**src/rtl/wiper_pkg.sv**
```systemverilog
// Package: shared constants and the protocol state type for the wiper slave.
// Assumes byte-wide bus transfers with one acknowledge clock per byte.
package wiper_pkg;
    localparam int BYTE_BITS = 8;
    localparam int BIT_CNT_W = $clog2(BYTE_BITS + 1);

    typedef enum logic [2:0] {
        ST_IDLE,
        ST_DEVID,
        ST_REGADDR,
        ST_WRDATA,
        ST_RDDATA
    } bus_state_t;
endpackage

```
**src/rtl/i2c_line_sync.sv**
```systemverilog
// Module: brings SCL/SDA into the clock domain and flags edges and bus
// conditions. Assumes the bus is slower than clk by a wide margin, so that
// every SCL level lasts many clk cycles. Lines reset to the idle-high level.
module i2c_line_sync #(
    parameter int STAGES = 2
) (
    input  logic clk,
    input  logic rst_n,
    input  logic scl_i,
    input  logic sda_i,
    output logic scl_lvl,
    output logic sda_lvl,
    output logic scl_rise,
    output logic scl_fall,
    output logic start_det,
    output logic stop_det
);
    logic [STAGES-1:0] scl_ff;
    logic [STAGES-1:0] sda_ff;
    logic              scl_prev;
    logic              sda_prev;

    // Synchronizer chains plus one history flop per line.
    always_ff @(posedge clk) begin
        if (!rst_n) begin
            scl_ff   <= '1;
            sda_ff   <= '1;
            scl_prev <= 1'b1;
            sda_prev <= 1'b1;
        end else begin
            scl_ff   <= {scl_ff[STAGES-2:0], scl_i};
            sda_ff   <= {sda_ff[STAGES-2:0], sda_i};
            scl_prev <= scl_ff[STAGES-1];
            sda_prev <= sda_ff[STAGES-1];
        end
    end

    // Edge and bus-condition decode from current and previous levels.
    always_comb begin
        scl_lvl   = scl_ff[STAGES-1];
        sda_lvl   = sda_ff[STAGES-1];
        scl_rise  = scl_lvl & ~scl_prev;
        scl_fall  = ~scl_lvl & scl_prev;
        start_det = scl_lvl & scl_prev & sda_prev & ~sda_lvl;
        stop_det  = scl_lvl & scl_prev & ~sda_prev & sda_lvl;
    end
endmodule

```
**src/rtl/wiper_bus_ctrl.sv**
```systemverilog
// Module: byte-level protocol engine. It counts bits, matches the identity
// and address, raises a load pulse for write data and shifts read data out.
// Assumes edge flags are one-cycle pulses from i2c_line_sync.
module wiper_bus_ctrl
    import wiper_pkg::*;
#(
    parameter int          WIPER_W  = 7,
    parameter logic [6:0]  DEV_ID   = 7'b0101000,
    parameter logic [7:0]  REG_ADDR = 8'h00
) (
    input  logic               clk,
    input  logic               rst_n,
    input  logic               scl_rise,
    input  logic               scl_fall,
    input  logic               start_det,
    input  logic               stop_det,
    input  logic               sda_lvl,
    input  logic [WIPER_W-1:0] wiper_q,
    output logic               sda_low,
    output logic               load_en,
    output logic [WIPER_W-1:0] load_val
);
    localparam int PAD_W = BYTE_BITS - WIPER_W;

    bus_state_t               state;
    bus_state_t               follow_st;
    bus_state_t               after_ack;
    logic [BIT_CNT_W-1:0]     bit_cnt;
    logic                     ack_ph;
    logic                     slave_ack;
    logic                     host_ack;
    logic [BYTE_BITS-1:0]     rx_sh;
    logic [BYTE_BITS-1:0]     tx_sh;
    logic [BYTE_BITS-1:0]     rd_byte;

    // State that follows the ninth clock of the current byte.
    always_comb begin
        rd_byte = {{PAD_W{1'b0}}, wiper_q};
        if (state == ST_RDDATA) after_ack = host_ack ? ST_RDDATA : ST_IDLE;
        else                    after_ack = follow_st;
    end

    // Protocol sequencing on bus conditions and SCL edges.
    always_ff @(posedge clk) begin
        if (!rst_n) begin
            state     <= ST_IDLE;
            follow_st <= ST_IDLE;
            bit_cnt   <= '0;
            ack_ph    <= 1'b0;
            slave_ack <= 1'b0;
            host_ack  <= 1'b0;
            rx_sh     <= '0;
            tx_sh     <= '0;
            load_en   <= 1'b0;
            load_val  <= '0;
        end else begin
            load_en <= 1'b0;
            if (start_det || stop_det) begin
                state     <= start_det ? ST_DEVID : ST_IDLE;
                bit_cnt   <= '0;
                ack_ph    <= 1'b0;
                slave_ack <= 1'b0;
            end else if (state != ST_IDLE) begin
                if (scl_rise) begin
                    if (ack_ph) begin
                        host_ack <= ~sda_lvl;
                    end else if (bit_cnt < BIT_CNT_W'(BYTE_BITS)) begin
                        rx_sh   <= {rx_sh[BYTE_BITS-2:0], sda_lvl};
                        bit_cnt <= bit_cnt + 1'b1;
                    end
                end else if (scl_fall) begin
                    if (ack_ph) begin
                        ack_ph    <= 1'b0;
                        slave_ack <= 1'b0;
                        bit_cnt   <= '0;
                        state     <= after_ack;
                        if (after_ack == ST_RDDATA) tx_sh <= rd_byte;
                    end else if (bit_cnt == BIT_CNT_W'(BYTE_BITS)) begin
                        unique case (state)
                            ST_DEVID: begin
                                if (rx_sh[7:1] == DEV_ID) begin
                                    slave_ack <= 1'b1;
                                    ack_ph    <= 1'b1;
                                    follow_st <= rx_sh[0] ? ST_RDDATA : ST_REGADDR;
                                end else begin
                                    state <= ST_IDLE;
                                end
                            end
                            ST_REGADDR: begin
                                if (rx_sh == REG_ADDR) begin
                                    slave_ack <= 1'b1;
                                    ack_ph    <= 1'b1;
                                    follow_st <= ST_WRDATA;
                                end else begin
                                    state <= ST_IDLE;
                                end
                            end
                            ST_WRDATA: begin
                                load_en   <= 1'b1;
                                load_val  <= rx_sh[WIPER_W-1:0];
                                slave_ack <= 1'b1;
                                ack_ph    <= 1'b1;
                                follow_st <= ST_WRDATA;
                            end
                            ST_RDDATA: begin
                                ack_ph <= 1'b1;
                            end
                            default: state <= ST_IDLE;
                        endcase
                    end else if (state == ST_RDDATA) begin
                        tx_sh <= {tx_sh[BYTE_BITS-2:0], 1'b0};
                    end
                end
            end
        end
    end

    // Pull-down: own acknowledge, or a zero data bit while sending.
    always_comb begin
        sda_low = slave_ack |
                  ((state == ST_RDDATA) && !ack_ph && !tx_sh[BYTE_BITS-1]);
    end
endmodule

```
**src/rtl/wiper_store.sv**
```systemverilog
// Module: the volatile wiper register with its midscale preset.
// Assumes load_en is a single-cycle pulse.
module wiper_store #(
    parameter int               WIPER_W = 7,
    parameter logic [WIPER_W-1:0] PRESET  = 7'h40
) (
    input  logic               clk,
    input  logic               rst_n,
    input  logic               load_en,
    input  logic [WIPER_W-1:0] load_val,
    output logic [WIPER_W-1:0] wiper_q
);
    // Hold the tap position, preset at reset, reload on a load pulse.
    always_ff @(posedge clk) begin
        if (!rst_n)       wiper_q <= PRESET;
        else if (load_en) wiper_q <= load_val;
    end
endmodule

```
**src/rtl/wiper_i2c_slave.sv**
```systemverilog
// Module: top level of the bus-controlled wiper register. It joins the line
// synchronizer, the protocol engine and the wiper store. Assumes an external
// open-drain pad that resolves sda_pull_low_o with the other bus drivers.
module wiper_i2c_slave #(
    parameter int         TAPS        = 128,
    parameter int         SYNC_STAGES = 2,
    parameter logic [6:0] DEV_ID      = 7'b0101000,
    parameter logic [7:0] REG_ADDR    = 8'h00
) (
    input  logic                     clk,
    input  logic                     rst_n,
    input  logic                     scl_i,
    input  logic                     sda_i,
    output logic                     sda_pull_low_o,
    output logic [$clog2(TAPS)-1:0]  wiper_o
);
    localparam int                 WIPER_W = $clog2(TAPS);
    localparam logic [WIPER_W-1:0] PRESET  = WIPER_W'(TAPS / 2);

    logic               scl_lvl;
    logic               sda_lvl;
    logic               scl_rise;
    logic               scl_fall;
    logic               start_det;
    logic               stop_det;
    logic               load_en;
    logic [WIPER_W-1:0] load_val;

    i2c_line_sync #(.STAGES(SYNC_STAGES)) u_sync (
        .clk(clk), .rst_n(rst_n), .scl_i(scl_i), .sda_i(sda_i),
        .scl_lvl(scl_lvl), .sda_lvl(sda_lvl),
        .scl_rise(scl_rise), .scl_fall(scl_fall),
        .start_det(start_det), .stop_det(stop_det)
    );

    wiper_bus_ctrl #(.WIPER_W(WIPER_W), .DEV_ID(DEV_ID), .REG_ADDR(REG_ADDR)) u_ctrl (
        .clk(clk), .rst_n(rst_n),
        .scl_rise(scl_rise), .scl_fall(scl_fall),
        .start_det(start_det), .stop_det(stop_det),
        .sda_lvl(sda_lvl), .wiper_q(wiper_o),
        .sda_low(sda_pull_low_o), .load_en(load_en), .load_val(load_val)
    );

    wiper_store #(.WIPER_W(WIPER_W), .PRESET(PRESET)) u_store (
        .clk(clk), .rst_n(rst_n),
        .load_en(load_en), .load_val(load_val), .wiper_q(wiper_o)
    );
endmodule

```
**config.mk**
```make
export PLATFORM = sky130hd
export DESIGN_NAME = wiper_i2c_slave
export DESIGN_NICKNAME = d
export VERILOG_FILES = /design/src/rtl/wiper_pkg.sv /design/src/rtl/i2c_line_sync.sv /design/src/rtl/wiper_bus_ctrl.sv /design/src/rtl/wiper_store.sv /design/src/rtl/wiper_i2c_slave.sv
export SDC_FILE = /design/constraint.sdc
export NUM_CORES = 1
export LEC_CHECK = 0
export BUFFER_PORTS_ARGS = -buffer_cell sky130_fd_sc_hd__buf_2
export CORE_UTILIZATION = 30
export DETAILED_ROUTE_END_ITERATION = 7
export SYNTH_ARGS = -nofsm -noshare
export SYNTH_HDL_FRONTEND = slang
export SYNTH_HIERARCHICAL = 1
export SYNTH_SLANG_ARGS = --single-unit
```
**constraint.sdc**
```tcl
create_clock -name clk -period 2.3 [get_ports clk]
set_input_delay 0.46 -clock clk [delete_from_list [all_inputs] [get_ports clk]]
set_output_delay 0.46 -clock clk [all_outputs]
set_load 0.005 [all_outputs]
```
==> results of run 1 <==
==> power by group <==
group          switching [uW]  internal (uW)  total (uW)
Clock                     315            226         541
Combinational            29.7           17.2        47.0
Sequential               4.73            871         875
==> path summary, 6_finish.rpt <==
| path | slack, ns | to | startpoint |
|---|---|---|---|
| worst max-delay path | 0.19 | u_ctrl/follow_st[2]$_SDFFE_PN0P_ | u_ctrl/state[1]$_SDFFE_PN0P_ |
| worst min-delay path | 0.32 | u_sync/scl_ff[0]$_SDFF_PN1_ | scl_i |
| worst max register to register | 0.19 | u_ctrl/follow_st[2]$_SDFFE_PN0P_ | u_ctrl/state[1]$_SDFFE_PN0P_ |
| worst min register to register | 0.41 | u_sync/scl_ff[1]$_SDFF_PN1_ | u_sync/scl_ff[0]$_SDFF_PN1_ |
==> layer usage <==
layer / wire (um) / GRT usage, %
met1: 2060 / 15.0
met2: 1960 / 19.6
met3: 123 / 2.26
met4: 90 / 5.72
met5: 0 / 0
==> placed cells by master (no fill, tap or decap), drive strengths merged, types with 3 or more instances in the layout <==
cell type,synthesis,layout
dfxtp,50,50
nor2,33,33
mux2i,32,32
nand2,20,20
buf,6,19
nor2b,10,10
nand3,8,8
nand2b,8,8
inv,7,8
a211oi,8,8
clkbuf,5,5
a21oi,5,5
and3,3,3
nor3,3,3
a31oi,3,3
==> sequential cells by signal (all words and copies together) (netlist names), 3 cells and up <==
register          cells
u_store/wiper_q       7
u_ctrl/rx_sh          8
u_ctrl/state          3
u_ctrl/follow_st      3
u_ctrl/tx_sh          8
u_ctrl/load_val       7
u_ctrl/bit_cnt        4
==> layout make-up <==
type / instances / area [um2] / area share [%]
clock buffer: 5 / 68.8 / 2.76
sequential: 50 / 1000 / 40.2
multi-input combinational: 165 / 1130 / 45.2
clock inverter: 3 / 28.8 / 1.16
tap: 99 / 124 / 4.97
inverter: 7 / 26.3 / 1.05
timing repair buffer: 19 / 115 / 4.62
==> through the flow <==
stage	worst slack [ns]	util [%]	cell area, um2	power, uW
5_1_grt	0.00442	34.5	2490	1530
4_1_cts	0.113	34.5	2490	1490
2_1_floorplan	0.335	-	2220	928
6_report	0.187	34.5	2490	1460
3_3_place_gp	0.320	33.2	2390	943
3_5_place_dp	0.226	33.2	2390	943
==> what timing repair did <==
item                       CTS  global route
setup endpoints to repair    0             1
hold buffers                 0             0
resized for setup            0             1
==> cell usage after synthesis (2+ instances only) <==
cell,number,area share (%)
sky130_fd_sc_hd__dfxtp_1,50,45
sky130_fd_sc_hd__nand2_1,20,3.4
sky130_fd_sc_hd__a211oi_1,4,1.4
sky130_fd_sc_hd__a31oi_1,2,0.56
sky130_fd_sc_hd__nor2b_1,10,2.8
sky130_fd_sc_hd__buf_6,3,1.5
sky130_fd_sc_hd__a41oi_1,2,0.79
sky130_fd_sc_hd__nor2_1,33,5.6
sky130_fd_sc_hd__a21oi_1,5,1.1
sky130_fd_sc_hd__nand2b_1,8,2.3
sky130_fd_sc_hd__ha_1,2,1.1
sky130_fd_sc_hd__and4b_1,2,0.90
sky130_fd_sc_hd__nand3_1,8,1.8
sky130_fd_sc_hd__and3b_1,2,0.79
sky130_fd_sc_hd__nand4_1,2,0.56
sky130_fd_sc_hd__clkbuf_1,5,0.84
sky130_fd_sc_hd__nor3_1,3,0.68
sky130_fd_sc_hd__and3_1,3,0.84
sky130_fd_sc_hd__inv_1,7,1.2
sky130_fd_sc_hd__mux2i_1,32,14
sky130_fd_sc_hd__a211oi_2,4,2.3
==> logic make-up (layout without fill, tap and decap cells) <==
logic type | Yosys count | in the layout
AND/OR/NAND/NOR | 102 | 102
flip-flops | 50 | 50
multiplexers | 32 | 32
AO/OA/AOI/OAI | 28 | 28
buffers and inverters | 18 | 34
adder cells (fa/ha/maj) | 2 | 2
XOR/XNOR | 1 | 1
==> run summary, run 1 <==
- run status: completed
- fraction of final layout cells with drive strength greater than 1: 14.5%
- most used flip-flop cell after synthesis: sky130_fd_sc_hd__dfxtp_1
- Sinks on Clock Net: 50
- Post-Synth XOR/XNOR Area: 0.394%
- number of buffers inserted to repair setup after CTS: 0
- Total GRT Usage: 11.9%
- number of port buffers: 11
- Skew-Pair Late Insertion Delay: 0.31 ns
- category of cells accounting for the largest share of critical-path delay: simple AND/OR/NAND/NOR gates
- fmax: 473 MHz
- multiplexer share of the synthesized area: 14.4%
- netlist area before placement: 0.00222 mm2
- dominant combinational cell family by area after synthesis: simple AND/OR/NAND/NOR gates
- total number of H-tree levels: 2
- # Max-Cap Violations: 0
- worst-case reg-to-reg path depth: 5
- final estimated routing congestion in global placement: 0.830
- fin crit share: 91.9%
- total wire length: 4230 um
- sort of element at the end of the critical path: register
- count of buffer and inverter cells on the critical path: 0
- fraction of synthesis flops using an asynchronous set or reset pin: 0%
- RSZ-0062 raised after global routing: false
- syn_area_per_cell: 9.54 um2
- core footprint: 0.00721 mm2
- area share of and/or/nand/nor cells after synthesis: 23.9%
- number of primary I/O pins: 12
- share of the yosys chip area belonging to registers: 45.0%
- worst min path class: in2reg
- Max Buffers Root-to-Sink: 2
- worst path cell trace: nor4b_1, a31oi_1, a2111o_1, nor4_2, mux2i_1
- Slew HR: 64.5%
- Required @ worst endpoint: 2.54 ns
- Critical Path Stages: 5
- depth of the worst hold-timing path: 2
- number of flops mapped to enable cells by yosys: 0
- Layout Cells excl Fill: 348
- Final Hold Slack: 0.324 ns
- TritonCTS clock tree: yes
- die outline width: 88.1 um
- flip-flop and latch count after synthesis: 50
- Unique masters post-synth: 47
- placed cell count: 340
- HPWL Detailed: 3070 um
- clock transition at the register clock pins on the worst setup and hold paths after CTS: 0.10 ns
- Mapped Nets: 239
- number of search-and-repair iterations in the first detailed-routing pass: 4
- final hold vios: 0
- minimum period implied by the final worst setup slack: 2.11 ns
- Antenna Diode Count: 0
- y dimension of the die: 88.1 um
- synthesis-to-layout area growth: 12.1%
- type of the setup path with the least slack: reg2reg
- number of DRC markers in iteration 0: 108
- Row Count: 31
- maximum vdd ir drop: 0.231 mV
- Synth Area in Adders: 1.13%
- total of endpoints with negative setup slack in the final report: 0
- Layout Skew: 0.0145 ns
- Critical Path AT: 2.35 ns
- leakage power total: 0.000983 uW
- pin count of the biggest net entering global routing: 28
- initial antenna violation count: 0
- number of filler cells placed in the layout: 781
- slowest cell delay on critical path: 0.50 ns
- slowest stage cell on the critical path: sky130_fd_sc_hd__dfxtp_1
- total DRC errors in the routed layout: 0
- Worst setup SP type: register
- number of nets with antenna violations after detailed routing: 0
- via density per instance: 4.65
- Root Buffer Master: sky130_fd_sc_hd__clkbuf_8
- Slew @ Worst Pin: 0.531 ns
- Total Die Area: 0.00776 mm2
- worst-path fanout max: 9
- count of synthesis-stage warnings from yosys: 6
- average wire per standard cell: 12.2 um
- initial core utilization: 30.8%
- complex-gate fraction of the synthesized area: 10.8%
- global-route wire length before repair: 7260 um
- via count: 1619
- final setup TNS: 0 ns
- remaining global-route overflow: 0
- Inserted Clock Buffers: 5
- post-layout net count: 254
- pwr/cell area: 587 mW/mm2
- Slew Viols, Final: 0
- number of global-route vias before repair: 1529
- gate count after technology mapping: 233
(Power assumes the default switching activity.)
==> run 2, diff against run 1 <==
Settings changed: CTS_BUF_LIST from default to sky130_fd_sc_hd__clkbuf_16.
==> run summary, run 2 (synthesized netlist as in run 1, its figures left out) <==
- core footprint: 0.00721 mm2, unchanged
- number of search-and-repair iterations in the first detailed-routing pass: 4, unchanged
- Largest regs: u_ctrl/rx_sh (8), u_ctrl/tx_sh (8)
- maximum vdd ir drop: 0.287 mV, +25%
- initial antenna violation count: 0, unchanged
- total number of H-tree levels: 2, unchanged
- count of buffer and inverter cells on the critical path: 2, +2
- total of endpoints with negative setup slack in the final report: 0, unchanged
- most frequent cells in the layout: sky130_fd_sc_hd__dfxtp_1, sky130_fd_sc_hd__nor2_1, sky130_fd_sc_hd__mux2i_1
- slowest stage cell on the critical path: sky130_fd_sc_hd__dfxtp_1
- Layout Cells excl Fill: 348, unchanged
- via count: 1618, -0.062%
- TritonCTS clock tree: yes
- number of buffers inserted to repair setup after CTS: 0, unchanged
- Slew HR: 64.0%, -0.47 points
- count of hold buffers inserted by post-cts repair: 0, unchanged
- placed cell count: 340, unchanged
- Skew-Pair Late Insertion Delay: 0.29 ns, -0.02 ns
- Row Count: 31, unchanged
- slowest cell delay on critical path: 0.51 ns, about the same
- y dimension of the die: 88.1 um, unchanged
- final estimated routing congestion in global placement: 0.830, unchanged
- Slew @ Worst Pin: 0.538 ns, +0.00709 ns
- synthesis-to-layout area growth: 14.9%
- Total GRT Usage: 12.1%, +0.20 points
- worst-path fanout max: 11, +2
- final standard cell utilization of the core: 35.4%, +0.85 points
- fraction of final layout cells with drive strength greater than 1: 14.5%, unchanged
- worst path cell trace: or3b_1, buf_4, o31ai_1, buf_2
- Required @ worst endpoint: 1.84 ns, -0.70 ns
- final hold vios: 0, unchanged
- HPWL Detailed: 3070 um, unchanged
- number of global-route vias before repair: 1545, +1.0%
- worst min path class: in2reg
- most frequent standard cell in the layout excluding fill and tap cells: sky130_fd_sc_hd__dfxtp_1
- category of cells accounting for the largest share of critical-path delay: flip-flops
- final setup slack of the worst path: 0.134 ns, -0.0526 ns
- total wire length: 4260 um, +0.59%
- type of the setup path with the least slack: reg2out
- number of filler cells placed in the layout: 765, -2.0%
- number of port buffers: 11, unchanged
- final setup TNS: 0 ns, unchanged
- number of DRC markers in iteration 0: 131, +21%
- minimum period implied by the final worst setup slack: 2.17 ns, +0.0526 ns
- initial core utilization: 30.8%, unchanged
- run status: completed
- pwr/cell area: 656 mW/mm2, +12%
- worst slack at placement: 0.226 ns, unchanged
- number of nets with antenna violations after detailed routing: 0, unchanged
- Slew Viols, Final: 0, unchanged
- Antenna Diode Count: 0, unchanged
- number of primary I/O pins: 12, unchanged
- via density per instance: 4.65, about the same
- leakage power total: 0.00101 uW, +2.8%
- Max Buffers Root-to-Sink: 2, unchanged
- Sinks on Clock Net: 50, unchanged
- Inserted Clock Buffers: 5, unchanged
- fmax: 462 MHz, -2.4%
- Total Die Area: 0.00776 mm2, unchanged
- Critical Path AT: 1.71 ns, -0.64 ns
- RSZ-0062 raised after global routing: false
- clock transition at the register clock pins on the worst setup and hold paths after CTS: 0.07 ns, -0.03 ns
- die outline width: 88.1 um, unchanged
- # Max-Cap Violations: 0, unchanged
- average wire per standard cell: 12.2 um, +0.59%
- area taken by multi-input logic gates: 0.00113 mm2, +0.56%
- remaining global-route overflow: 0, unchanged
- pin count of the biggest net entering global routing: 28, unchanged
- fin crit share: 94.2%, +2.3 points
- Root Buffer Master: sky130_fd_sc_hd__clkbuf_16
- Storage cell area: 0.00100 mm2, -0.12%
- post-layout net count: 254, unchanged
- Worst setup SP type: register
- Layout Skew: 0.00901 ns, -0.00552 ns
- global-route wire length before repair: 7300 um, +0.58%
- sort of element at the end of the critical path: output port
- total DRC errors in the routed layout: 0, unchanged
-- run 2: cell types whose count changed in the layout (fill, tap and decap cells not counted) --
cell | before | now
sky130_fd_sc_hd__clkbuf_16 | 0 | 5
sky130_fd_sc_hd__dfxtp_1 | 49 | 50
sky130_fd_sc_hd__nor4b_2 | 0 | 1
sky130_fd_sc_hd__nor4b_1 | 1 | 0
sky130_fd_sc_hd__clkbuf_8 | 5 | 0
sky130_fd_sc_hd__dfxtp_2 | 1 | 0
-- run 2: repair_timing --
action                     4_1_cts  5_1_grt
gates resized for setup          0        1
hold endpoints to repair         0        0
setup endpoints to repair        0        3
-- run 2: worst paths after layout --
| check | slack (ns) | cells after the start | startpoint | endpoint |
|---|---|---|---|---|
| min reg2reg | 0.41 | 1 | u_sync/scl_ff[0]$_SDFF_PN1_ | u_sync/scl_ff[1]$_SDFF_PN1_ |
| max | 0.13 | 4 | u_ctrl/state[2]$_SDFFE_PN0P_ | sda_pull_low_o |
| max reg2reg | 0.25 | 5 | u_ctrl/rx_sh[1]$_SDFFE_PN0P_ | u_ctrl/follow_st[2]$_SDFFE_PN0P_ |
| min | 0.35 | 2 | scl_i | u_sync/scl_ff[0]$_SDFF_PN1_ |
-- run 2: report_power, final --
group / switching (uW) / internal, uW
Combinational: 30.0 / 17.2
Sequential: 4.74 / 871
Clock: 337 / 415
-- run 2: per-layer routing --
metal,GRT usage [%],vias to the layer above,part of all wire [%]
met5,0,-,0
met4,5.72,0,1.2
met3,2.83,6,2.4
met2,19.7,20,47
met1,15.1,747,49
li1,-,845,-
-- run 2: layout make-up --
type	count	area share, %
multi-input combinational	165	44.4
tap	99	4.85
clock inverter	3	1.13
sequential	50	39.2
timing repair buffer	19	4.51
clock buffer	5	4.90
inverter	7	1.03
-- run 2: per-stage QoR --
step / hold WS (ns) / total power [uW] / area [um2]
2_1_floorplan: 0.386 / 928 / 2220
4_1_cts: 0.344 / 1700 / 2550
5_1_grt: 0.350 / 1750 / 2550
3_3_place_gp: 0.389 / 943 / 2390
3_5_place_dp: 0.393 / 943 / 2390
6_report: 0.346 / 1670 / 2550
-- run 2: worst register-to-register path: stages, from the launching register on --
cell	delay (ns)
sky130_fd_sc_hd__dfxtp_1	0.34
sky130_fd_sc_hd__nor3_1	0.32
sky130_fd_sc_hd__a41oi_1	0.23
sky130_fd_sc_hd__a2111o_1	0.50
sky130_fd_sc_hd__nor4_2	0.36
sky130_fd_sc_hd__mux2i_1	0.23
